File: config.mk
export PLATFORM = sky130hd
export DESIGN_NAME = sio_cfg_space
export DESIGN_NICKNAME = d
export VERILOG_FILES = /design/src/rtl/sio_cfg_pkg.sv /design/src/rtl/sio_port_decode.sv /design/src/rtl/sio_key_gate.sv /design/src/rtl/sio_reg_file.sv /design/src/rtl/sio_cfg_space.sv
export SDC_FILE = /design/constraint.sdc
export NUM_CORES = 1
export LEC_CHECK = 0
export CAP_MARGIN = 25
export CORE_ASPECT_RATIO = 0.8
export CORE_MARGIN = 2
export CORE_UTILIZATION = 56
export DETAILED_ROUTE_END_ITERATION = 10
export PLACE_DENSITY = 0.85
export RECOVER_POWER = 25
export SLEW_MARGIN = 30
export SYNTH_ARGS = -nofsm -noshare
export SYNTH_HDL_FRONTEND = slang
export SYNTH_SLANG_ARGS = --single-unit
export TNS_END_PERCENT = 100
File: constraint.sdc
create_clock -name clk -period 2.85 [get_ports clk]
set_input_delay 0.57 -clock clk [delete_from_list [all_inputs] [get_ports clk]]
set_output_delay 0.57 -clock clk [all_outputs]
set_load 0.01 [all_outputs]
File: src/rtl/sio_cfg_pkg.sv
package sio_cfg_pkg;

  // Fixed register indices; the host locates the SPI function by these.
  localparam logic [7:0] IDX_DEV_SEL  = 8'h07;
  localparam logic [7:0] IDX_CHIP_ID  = 8'h20;
  localparam logic [7:0] IDX_GLB_OPT  = 8'h24;
  localparam logic [7:0] IDX_DEV_LOW  = 8'h30;
  localparam logic [7:0] IDX_ACTIVATE = 8'h30;
  localparam logic [7:0] IDX_BASE_MSB = 8'h62;

  localparam logic [7:0] LOCKED_READ  = 8'hFF;

  typedef struct packed {
    logic       idx_wr;
    logic       idx_rd;
    logic       dat_wr;
    logic       dat_rd;
    logic [7:0] wdata;
  } port_req_t;

endpackage

File: src/rtl/sio_port_decode.sv
module sio_port_decode
  import sio_cfg_pkg::*;
#(
  parameter int          ADDR_W   = 16,
  parameter logic [15:0] PRI_BASE = 16'h002E,
  parameter logic [15:0] ALT_BASE = 16'h004E
) (
  input  logic              alt_sel,
  input  logic [ADDR_W-1:0] addr,
  input  logic              wr,
  input  logic              rd,
  input  logic [7:0]        wdata,
  output port_req_t         req
);

  localparam logic [ADDR_W-1:0] PRI_IDX = ADDR_W'(PRI_BASE);
  localparam logic [ADDR_W-1:0] ALT_IDX = ADDR_W'(ALT_BASE);

  logic [ADDR_W-1:0] idx_addr;
  logic [ADDR_W-1:0] dat_addr;
  logic              hit_idx;
  logic              hit_dat;

  always_comb begin
    idx_addr = alt_sel ? ALT_IDX : PRI_IDX;
    dat_addr = idx_addr + ADDR_W'(1);
    hit_idx  = (addr == idx_addr);
    hit_dat  = (addr == dat_addr);
    req.idx_wr = wr & hit_idx;
    req.idx_rd = rd & hit_idx;
    req.dat_wr = wr & hit_dat;
    req.dat_rd = rd & hit_dat;
    req.wdata  = wdata;
  end

endmodule

File: src/rtl/sio_key_gate.sv
module sio_key_gate
  import sio_cfg_pkg::*;
#(
  parameter logic [7:0] ENTRY_KEY = 8'h87,
  parameter int         ENTRY_LEN = 2,
  parameter logic [7:0] EXIT_KEY  = 8'hAA
) (
  input  logic       clk,
  input  logic       rst,
  input  logic       idx_wr,
  input  logic       dat_wr,
  input  logic [7:0] wdata,
  output logic       open_o,
  output logic       cfg_idx_wr,
  output logic       cfg_dat_wr
);

  localparam int CNT_W = (ENTRY_LEN > 1) ? $clog2(ENTRY_LEN) : 1;
  localparam logic [CNT_W-1:0] LAST_STEP = CNT_W'(ENTRY_LEN - 1);

  logic             open_q;
  logic [CNT_W-1:0] step_q;
  logic             is_entry;
  logic             is_exit;

  assign is_entry = (wdata == ENTRY_KEY);
  assign is_exit  = (wdata == EXIT_KEY);

  always_ff @(posedge clk) begin
    if (rst) begin
      open_q <= 1'b0;
      step_q <= '0;
    end else if (!open_q) begin
      if (idx_wr) begin
        if (!is_entry) begin
          step_q <= '0;
        end else if (step_q == LAST_STEP) begin
          step_q <= '0;
          open_q <= 1'b1;
        end else begin
          step_q <= step_q + CNT_W'(1);
        end
      end
    end else if (idx_wr && is_exit) begin
      open_q <= 1'b0;
      step_q <= '0;
    end
  end

  assign open_o     = open_q;
  assign cfg_idx_wr = open_q & idx_wr & ~is_exit;
  assign cfg_dat_wr = open_q & dat_wr;

  // the space only opens right after an entry key lands on the index port
  p_open_needs_key_r3: assert property (@(posedge clk) disable iff (rst)
    $rose(open_q) |-> $past(idx_wr && is_entry));

  // an exit key on an open space always closes it
  p_exit_closes_r4: assert property (@(posedge clk) disable iff (rst)
    (open_q && idx_wr && is_exit) |=> !open_q);

  // nothing reaches the register file while locked
  p_locked_blocks_r2: assert property (@(posedge clk) disable iff (rst)
    !open_q |-> !(cfg_idx_wr || cfg_dat_wr));

endmodule

File: src/rtl/sio_reg_file.sv
module sio_reg_file
  import sio_cfg_pkg::*;
#(
  parameter logic [7:0] CHIP_ID = 8'hA0,
  parameter logic [7:0] SPI_LDN = 8'h06,
  parameter int         PIN_BIT = 1,
  parameter int         BASE_W  = 16
) (
  input  logic              clk,
  input  logic              rst,
  input  logic              idx_wr,
  input  logic              dat_wr,
  input  logic [7:0]        wdata,
  output logic [7:0]        idx_o,
  output logic [7:0]        rd_val,
  output logic              pin_en,
  output logic              act_o,
  output logic [BASE_W-1:0] base_o
);

  localparam int BASE_BYTES = BASE_W / 8;

  logic [7:0]            idx_q;
  logic [7:0]            ldn_q;
  logic [7:0]            gopt_q;
  logic                  act_q;
  logic [BASE_W-1:0]     base_q;
  logic                  dev_sel;
  logic                  act_we;
  logic [BASE_BYTES-1:0] base_we;
  logic [BASE_BYTES-1:0] base_rd_hit;

  assign dev_sel = (ldn_q == SPI_LDN);
  assign act_we  = dat_wr & dev_sel & (idx_q == IDX_ACTIVATE);

  // Byte b of the base lives at IDX_BASE_MSB + (BASE_BYTES-1-b): MSB first.
  for (genvar b = 0; b < BASE_BYTES; b++) begin : g_base_idx
    localparam logic [7:0] BYTE_IDX = 8'(int'(IDX_BASE_MSB) + BASE_BYTES - 1 - b);
    assign base_rd_hit[b] = dev_sel & (idx_q == BYTE_IDX);
    assign base_we[b]     = dat_wr & base_rd_hit[b];
  end

  always_ff @(posedge clk) begin
    if (rst) begin
      idx_q  <= '0;
      ldn_q  <= '0;
      gopt_q <= '0;
      act_q  <= 1'b0;
      base_q <= '0;
    end else begin
      if (idx_wr) idx_q <= wdata;
      if (dat_wr && idx_q == IDX_DEV_SEL) ldn_q  <= wdata;
      if (dat_wr && idx_q == IDX_GLB_OPT) gopt_q <= wdata;
      if (act_we) act_q <= wdata[0];
      for (int b = 0; b < BASE_BYTES; b++) begin
        if (base_we[b]) base_q[8*b +: 8] <= wdata;
      end
    end
  end

  always_comb begin
    rd_val = 8'h00;
    if (idx_q == IDX_DEV_SEL)      rd_val = ldn_q;
    else if (idx_q == IDX_CHIP_ID) rd_val = CHIP_ID;
    else if (idx_q == IDX_GLB_OPT) rd_val = gopt_q;
    else if (dev_sel && idx_q == IDX_ACTIVATE) rd_val = {7'b0, act_q};
    for (int b = 0; b < BASE_BYTES; b++) begin
      if (base_rd_hit[b]) rd_val = base_q[8*b +: 8];
    end
  end

  assign idx_o  = idx_q;
  assign pin_en = gopt_q[PIN_BIT];
  assign act_o  = act_q;
  assign base_o = base_q;

  // activate bit moves only on a data write with the SPI device selected
  p_act_write_gate_r9: assert property (@(posedge clk) disable iff (rst)
    !$stable(act_q) |-> $past(dat_wr && ldn_q == SPI_LDN && idx_q == IDX_ACTIVATE));

  // base bytes hold unless the SPI device is selected and written
  p_base_hold_r10: assert property (@(posedge clk) disable iff (rst)
    !(dat_wr && ldn_q == SPI_LDN) |=> $stable(base_q));

  // the identifier read path never changes
  p_chip_id_r6: assert property (@(posedge clk) disable iff (rst)
    (idx_q == IDX_CHIP_ID) |-> (rd_val == CHIP_ID));

endmodule

File: src/rtl/sio_cfg_space.sv
module sio_cfg_space
  import sio_cfg_pkg::*;
#(
  parameter int          ADDR_W    = 16,
  parameter logic [15:0] PRI_BASE  = 16'h002E,
  parameter logic [15:0] ALT_BASE  = 16'h004E,
  parameter logic [7:0]  CHIP_ID   = 8'hA0,
  parameter logic [7:0]  SPI_LDN   = 8'h06,
  parameter int          PIN_BIT   = 1,
  parameter int          BASE_W    = 16,
  parameter logic [7:0]  ENTRY_KEY = 8'h87,
  parameter int          ENTRY_LEN = 2,
  parameter logic [7:0]  EXIT_KEY  = 8'hAA
) (
  input  logic              clk,
  input  logic              rst,
  input  logic              alt_base,
  input  logic [ADDR_W-1:0] io_addr,
  input  logic              io_wr,
  input  logic              io_rd,
  input  logic [7:0]        io_wdata,
  output logic [7:0]        io_rdata,
  output logic              io_rvalid,
  output logic              spi_enable,
  output logic [BASE_W-1:0] spi_base
);

  port_req_t         req;
  logic              open_w;
  logic              cfg_idx_wr;
  logic              cfg_dat_wr;
  logic [7:0]        idx_w;
  logic [7:0]        rd_val_w;
  logic              pin_en_w;
  logic              act_w;
  logic [BASE_W-1:0] base_w;

  sio_port_decode #(
    .ADDR_W  (ADDR_W),
    .PRI_BASE(PRI_BASE),
    .ALT_BASE(ALT_BASE)
  ) u_decode (
    .alt_sel(alt_base),
    .addr   (io_addr),
    .wr     (io_wr),
    .rd     (io_rd),
    .wdata  (io_wdata),
    .req    (req)
  );

  sio_key_gate #(
    .ENTRY_KEY(ENTRY_KEY),
    .ENTRY_LEN(ENTRY_LEN),
    .EXIT_KEY (EXIT_KEY)
  ) u_gate (
    .clk       (clk),
    .rst       (rst),
    .idx_wr    (req.idx_wr),
    .dat_wr    (req.dat_wr),
    .wdata     (req.wdata),
    .open_o    (open_w),
    .cfg_idx_wr(cfg_idx_wr),
    .cfg_dat_wr(cfg_dat_wr)
  );

  sio_reg_file #(
    .CHIP_ID(CHIP_ID),
    .SPI_LDN(SPI_LDN),
    .PIN_BIT(PIN_BIT),
    .BASE_W (BASE_W)
  ) u_regs (
    .clk   (clk),
    .rst   (rst),
    .idx_wr(cfg_idx_wr),
    .dat_wr(cfg_dat_wr),
    .wdata (req.wdata),
    .idx_o (idx_w),
    .rd_val(rd_val_w),
    .pin_en(pin_en_w),
    .act_o (act_w),
    .base_o(base_w)
  );

  always_ff @(posedge clk) begin
    if (rst) begin
      io_rdata   <= '0;
      io_rvalid  <= 1'b0;
      spi_enable <= 1'b0;
      spi_base   <= '0;
    end else begin
      io_rvalid  <= req.idx_rd | req.dat_rd;
      if (req.idx_rd || req.dat_rd) begin
        if (!open_w)         io_rdata <= LOCKED_READ;
        else if (req.idx_rd) io_rdata <= idx_w;
        else                 io_rdata <= rd_val_w;
      end
      spi_enable <= pin_en_w & act_w;
      spi_base   <= base_w;
    end
  end

  // a decoded read strobe yields valid data on the next cycle
  p_read_latency_r12: assert property (@(posedge clk) disable iff (rst)
    (req.idx_rd || req.dat_rd) |=> io_rvalid);

  // undecoded reads never raise valid
  p_no_stray_valid_r1: assert property (@(posedge clk) disable iff (rst)
    !(req.idx_rd || req.dat_rd) |=> !io_rvalid);

  // dropping either qualifier drops the enable one cycle later
  p_enable_needs_both_r11: assert property (@(posedge clk) disable iff (rst)
    !(pin_en_w && act_w) |=> !spi_enable);

  // a locked read always answers with the idle pattern
  p_locked_read_r2: assert property (@(posedge clk) disable iff (rst)
    (!open_w && (req.idx_rd || req.dat_rd)) |=> (io_rdata == LOCKED_READ));

endmodule

Yosys cells after proc, flatten, opt, wreduce, memory -nomap -nowiden
Cells that the tools add are included.
{"block": "word_totals", "word_cells": 68, "register_bits": 69}
{"block": "op_classes", "addsub": 2, "mux": 19, "n_reduce_logical": 7, "eq_ne": 12, "n_bitwise": 16}
{"operator": "$mux 8", "count": 7}
{"operator": "$eq 16x16->1", "count": 2}
{"operator": "$eq 8x6->1 const B", "count": 3}
{"operator": "$add 16x1->16 const B", "count": 1}
{"operator": "$eq 8x3->1 const B", "count": 2}
{"operator": "$eq 8x7->1 const B", "count": 2}
{"operator": "$eq 8x8->1 const B", "count": 2}
{"operator": "$and 1x1->1", "count": 14}
{"operator": "$mux 1", "count": 11}
{"operator": "$mux 7", "count": 1}
{"operator": "$logic_and 1x1->1", "count": 4}
{"operator": "$ne 2x2->1 const B", "count": 1}
{"operator": "$reduce_and 2->1", "count": 1}
{"operator": "$reduce_bool 2->1", "count": 1}
{"operator": "$add 1x1->1 const B", "count": 1}
{"operator": "$logic_or 1x1->1", "count": 1}
{"operator": "$not 1->1", "count": 1}
{"operator": "$or 1x1->1", "count": 1}

Longest topological paths before layout
{"block": "depth", "ltp_word": 10, "depth_mapped": 7}

Modules after synthesis
Synthesis repeated with hierarchy kept, for this count alone.
{"block": "hier_totals", "cells_unflattened": 325, "hier_area_um2": 3056.7}
{"module": "sio_reg_file", "area_each_um2": 1845.5, "cells_per_inst": 210, "seq_area_each_um2": 820.8, "instances": 1}
{"module": "sio_cfg_space", "area_each_um2": 884.6, "cells_per_inst": 76, "seq_area_each_um2": 520.5, "instances": 1}
{"module": "sio_port_decode", "area_each_um2": 167.7, "cells_per_inst": 23, "seq_area_each_um2": 0.0, "instances": 1}
{"module": "sio_key_gate", "area_each_um2": 158.9, "cells_per_inst": 16, "seq_area_each_um2": 40.0, "instances": 1}

Worst setup path after synthesis
No wires, ideal clock.
{"block": "synth_path", "kind": "input-to-reg", "from": "input io_addr[4]", "to": "register u_gate.open_q (netlist: u_gate.open_o)", "path_buffers": 1, "arrival_ps": 1900, "slack_ps": 880, "cell_stages": 6, "setup_ps": 71, "t_required_ps": 2779, "cell_sequence": "nor4_2 > o2111a_2 > buf_6 > nand4b_4 > or4b_1 > a21oi_1"}
{"block": "synth_via", "elab_chain_cells": 5, "elab_cells_between_ends": 6}
{"element": "start, declared", "line_no": "sio_cfg_space.sv:18", "text": "input logic [ADDR_W-1:0] io_addr,"}
{"element": "$eq 16x16->1 (*)", "line_no": "sio_port_decode.sv:27", "text": "hit_idx = (addr == idx_addr);"}
{"element": "$and 1x1->1 (*)", "line_no": "sio_port_decode.sv:29", "text": "req.idx_wr = wr & hit_idx;"}
{"element": "$logic_and 1x1->1", "line_no": "sio_key_gate.sv:44", "text": "end else if (idx_wr && is_exit) begin"}
{"element": "$mux 1", "line_no": "sio_key_gate.sv:44"}
{"element": "$mux 1 (*)", "line_no": "sio_key_gate.sv:33", "text": "end else if (!open_q) begin"}
{"element": "end signal, assigned", "line_no": "sio_key_gate.sv:31", "text": "open_q <= 1'b0;"}
{"element": "end signal, assigned", "line_no": "sio_key_gate.sv:39", "text": "open_q <= 1'b1;"}
{"element": "end signal, assigned", "line_no": "sio_key_gate.sv:45", "text": "open_q <= 1'b0;"}
{"element": "end, declared", "line_no": "sio_key_gate.sv:21", "text": "logic open_q;"}
Every way passes the cells marked *; elsewhere a longest branch is shown, timed or not.
A chain may end at the register's enable or synchronous reset.

==> impl_metrics.tcl <==
set metrics [dict create \
    setup_viol 0 \
    h-tree-depth 3 \
    fp.dieH_um 69.64 \
    fmax_mhz 420.9 \
    drc 0 \
    via_count 2635 \
    slew_headroom_pct -0.3833 \
    syn_nets 350 \
    clk_pin_slew_ns 0.07 \
    setup_slack_ns 0.4741 \
    ios 55 \
    start_kind "primary input" \
    grt_util_met2_pct 42.20 \
    die-area_mm2 0.005991 \
    antennaDiodeCount 0 \
    rows 23 \
    via_per_inst 5.856 \
    final_layout_size_suffix_gt1_share_pct 11.86 \
    hpwl_um 5727 \
    gp_congestion 0.9270 \
    cts_num_sinks 69 \
    grt_pass1_wl_um 12530 \
    initial_core_util_pct 59.20 \
    dpl_worst_slack_ns 0.2628 \
    met3_usage_pct 9.048 \
    postCtsSetupRepairBufs 0 \
    vdd_drop_max_v 0.0004341 \
    area_growth_pct 28.01 \
    clock_latency_ns 0.35 \
    cts_resized 0 \
    fin_cells 450 \
    dp_cells 434 \
    synth_async_sr_flop_share_pct 0 \
    yosysWarningCount 0 \
    grt.met1_usage_pct 37.16 \
    ctsHoldBuffers 0 \
    path_max_fanout 34 \
    ant_nets 0 \
    setup_tns_ns 0 \
    synth_edf_count 0 \
    syn_avg_cell_area_um2 9.394 \
    drt_first_pass_iters 7 \
    worstPathArrival_ns 2.60 \
    busiest_layer "met2" \
    failed_checks "max-capacitance violations, max-slew violations" \
    hold_path_class "reg -> reg" \
    cts_root_buf "clkbuf_8" \
    min_period_over_period_pct 83.37 \
    grt_pass1_vias 2493 \
    finalClockSkew_ns 0.008722 \
    maxCapViolCount 1 \
    min_period_ns 2.376 \
    power.leakage_uw 0.001643 \
    worstMarginPinSlew_ns 1.506 \
    wirelength_um 7730 \
    coreArea_mm2 0.005094 \
    seq_area_frac_synth_pct 45.81 \
    fin_util_pct 75.78 \
    crit_path_end_kind "flop" \
    required_ns 3.08 \
    die_width_um 86.04 \
    cts_buffers 9 \
    max-clock-path-buffers 2 \
    tritoncts "built" \
    grt_usage_pct 27.53 \
    nNetsFinal 412 \
    grt_max_degree 35 \
    hold_violations 0 \
    drt_iter0_drc 198 \
    criticalPathCategory "in -> reg" \
    wire_per_inst_um 17.18 \
    portBuffers 54 \
    power_density_mw_per_mm2 479.5 \
    ys_types 50 \
    ys_seq_elements 69 \
    syn_inst 321 \
    synth_area_mm2 0.003015 \
    grt_setup_unrepaired "false" \
    grt_antenna_before_repair 0 \
    drv_slew 34 \
    grt.overflow.total 0 \
    dominantRegCellSynth "dfxtp_1" \
    status "finished, violations left" \
]
## flip-flops by register name, summed over array words and instances, names as in the netlist
register	cells
u_regs.act_o	1
u_regs.gopt_q	8
spi_base	16
u_regs.idx_o	8
u_regs.ldn_q	8
io_rdata	8
u_gate.step_q	1
u_gate.open_o	1
u_regs.base_o	16
io_rvalid	1
spi_enable	1
## cells in the mapped netlist (3+ instances only)
cell      number  area [um2]
a21oi_1        4       20.02
a22oi_1        7       52.55
a31oi_1        6       37.54
and3_1         4       25.02
and4_1         3       26.28
buf_2          5       25.02
clkbuf_1      10       37.54
dfxtp_1       69        1381
inv_1         14       52.55
mux2i_1       33       330.3
nand2_1       29       108.9
nand2b_1       6       37.54
nand4_1        8       50.05
nor2_1        39       146.4
nor2b_1       10       62.56
nor3_1         4       20.02
nor4_2         3       37.54
o211ai_1       7       52.55
o21ai_0       16       80.08
o22ai_1        5       31.28
o31ai_1        3       22.52
## where the power goes
group	switching, uW	total [uW]	internal (uW)
Combinational	47.0	96.5	49.5
Sequential	0.00170	963	963
Clock	365	791	426
Total	412	1850	1440
## cell type report
type / count / area, um2
fill: 366 / 1234
sequential: 69 / 1381
tap: 62 / 77.57
clock inverter: 6 / 62.56
clock buffer: 10 / 137.6
timing repair buffer: 70 / 656.9
inverter: 15 / 56.30
multi-input combinational: 218 / 1488
## placed cells by master, fill, tap and decap left out, types with 5 or more instances in the layout
cell type	n
nand4_1	8
nand2b_1	6
mux2i_1	33
dlygate4sd3_1	14
nand2_1	29
a22oi_1	7
nor2_1	39
nor2b_1	10
o22ai_1	5
a31oi_1	6
clkbuf_8	10
dfxtp_1	69
buf_4	15
clkdlybuf4s50_1	40
o21ai_0	16
o211ai_1	7
inv_1	14
## cells by family (layout without fill, tap and decap cells)
kind of cell           after synthesis  in the layout  synth area share (%)
buffers and inverters               34            101                 4.854
multiplexers                        33             33                 10.95
AO/OA/AOI/OAI                       57             57                 12.41
AND/OR/NAND/NOR                    128            128                 25.98
flip-flops                          69             69                 45.81
## worst max-delay path, stage by stage
cell and delay [ns]:
dlygate4sd3_1 0.54, clkbuf_1 1.09, nor2b_1 0.18, nand2_1 0.13, o21ai_0 0.08
## layer usage
metal,vias to the layer above,part of all wire (%)
met1,1227,45
met3,12,9.3
met5,-,0
met2,127,44
met4,0,1.8
li1,1269,-
## stage by stage
| step | instance area, um2 | power [uW] | hold slack [ns] |
|---|---|---|---|
| floorplan | 3015 | 1011 | 0.4278 |
| global placement | 3664 | 1080 | 0.4497 |
| detailed placement | 3664 | 1081 | 0.4480 |
| CTS | 3864 | 1861 | 0.4645 |
| global route | 3860 | 1916 | 0.4862 |
| finish | 3860 | 1851 | 0.4675 |
## worst paths after layout
check                           slack (ns)              from  depth (start not counted)                end
worst max-delay path                  0.47               rst                          5  u_regs.base_o[12]
worst min-delay path                  0.47  u_regs.base_o[7]                          2        spi_base[7]
worst max register to register        0.71   u_regs.idx_o[0]                          6        io_rdata[6]
worst min register to register        0.47  u_regs.base_o[7]                          2        spi_base[7]
Power figures use the tool's default switching activity.
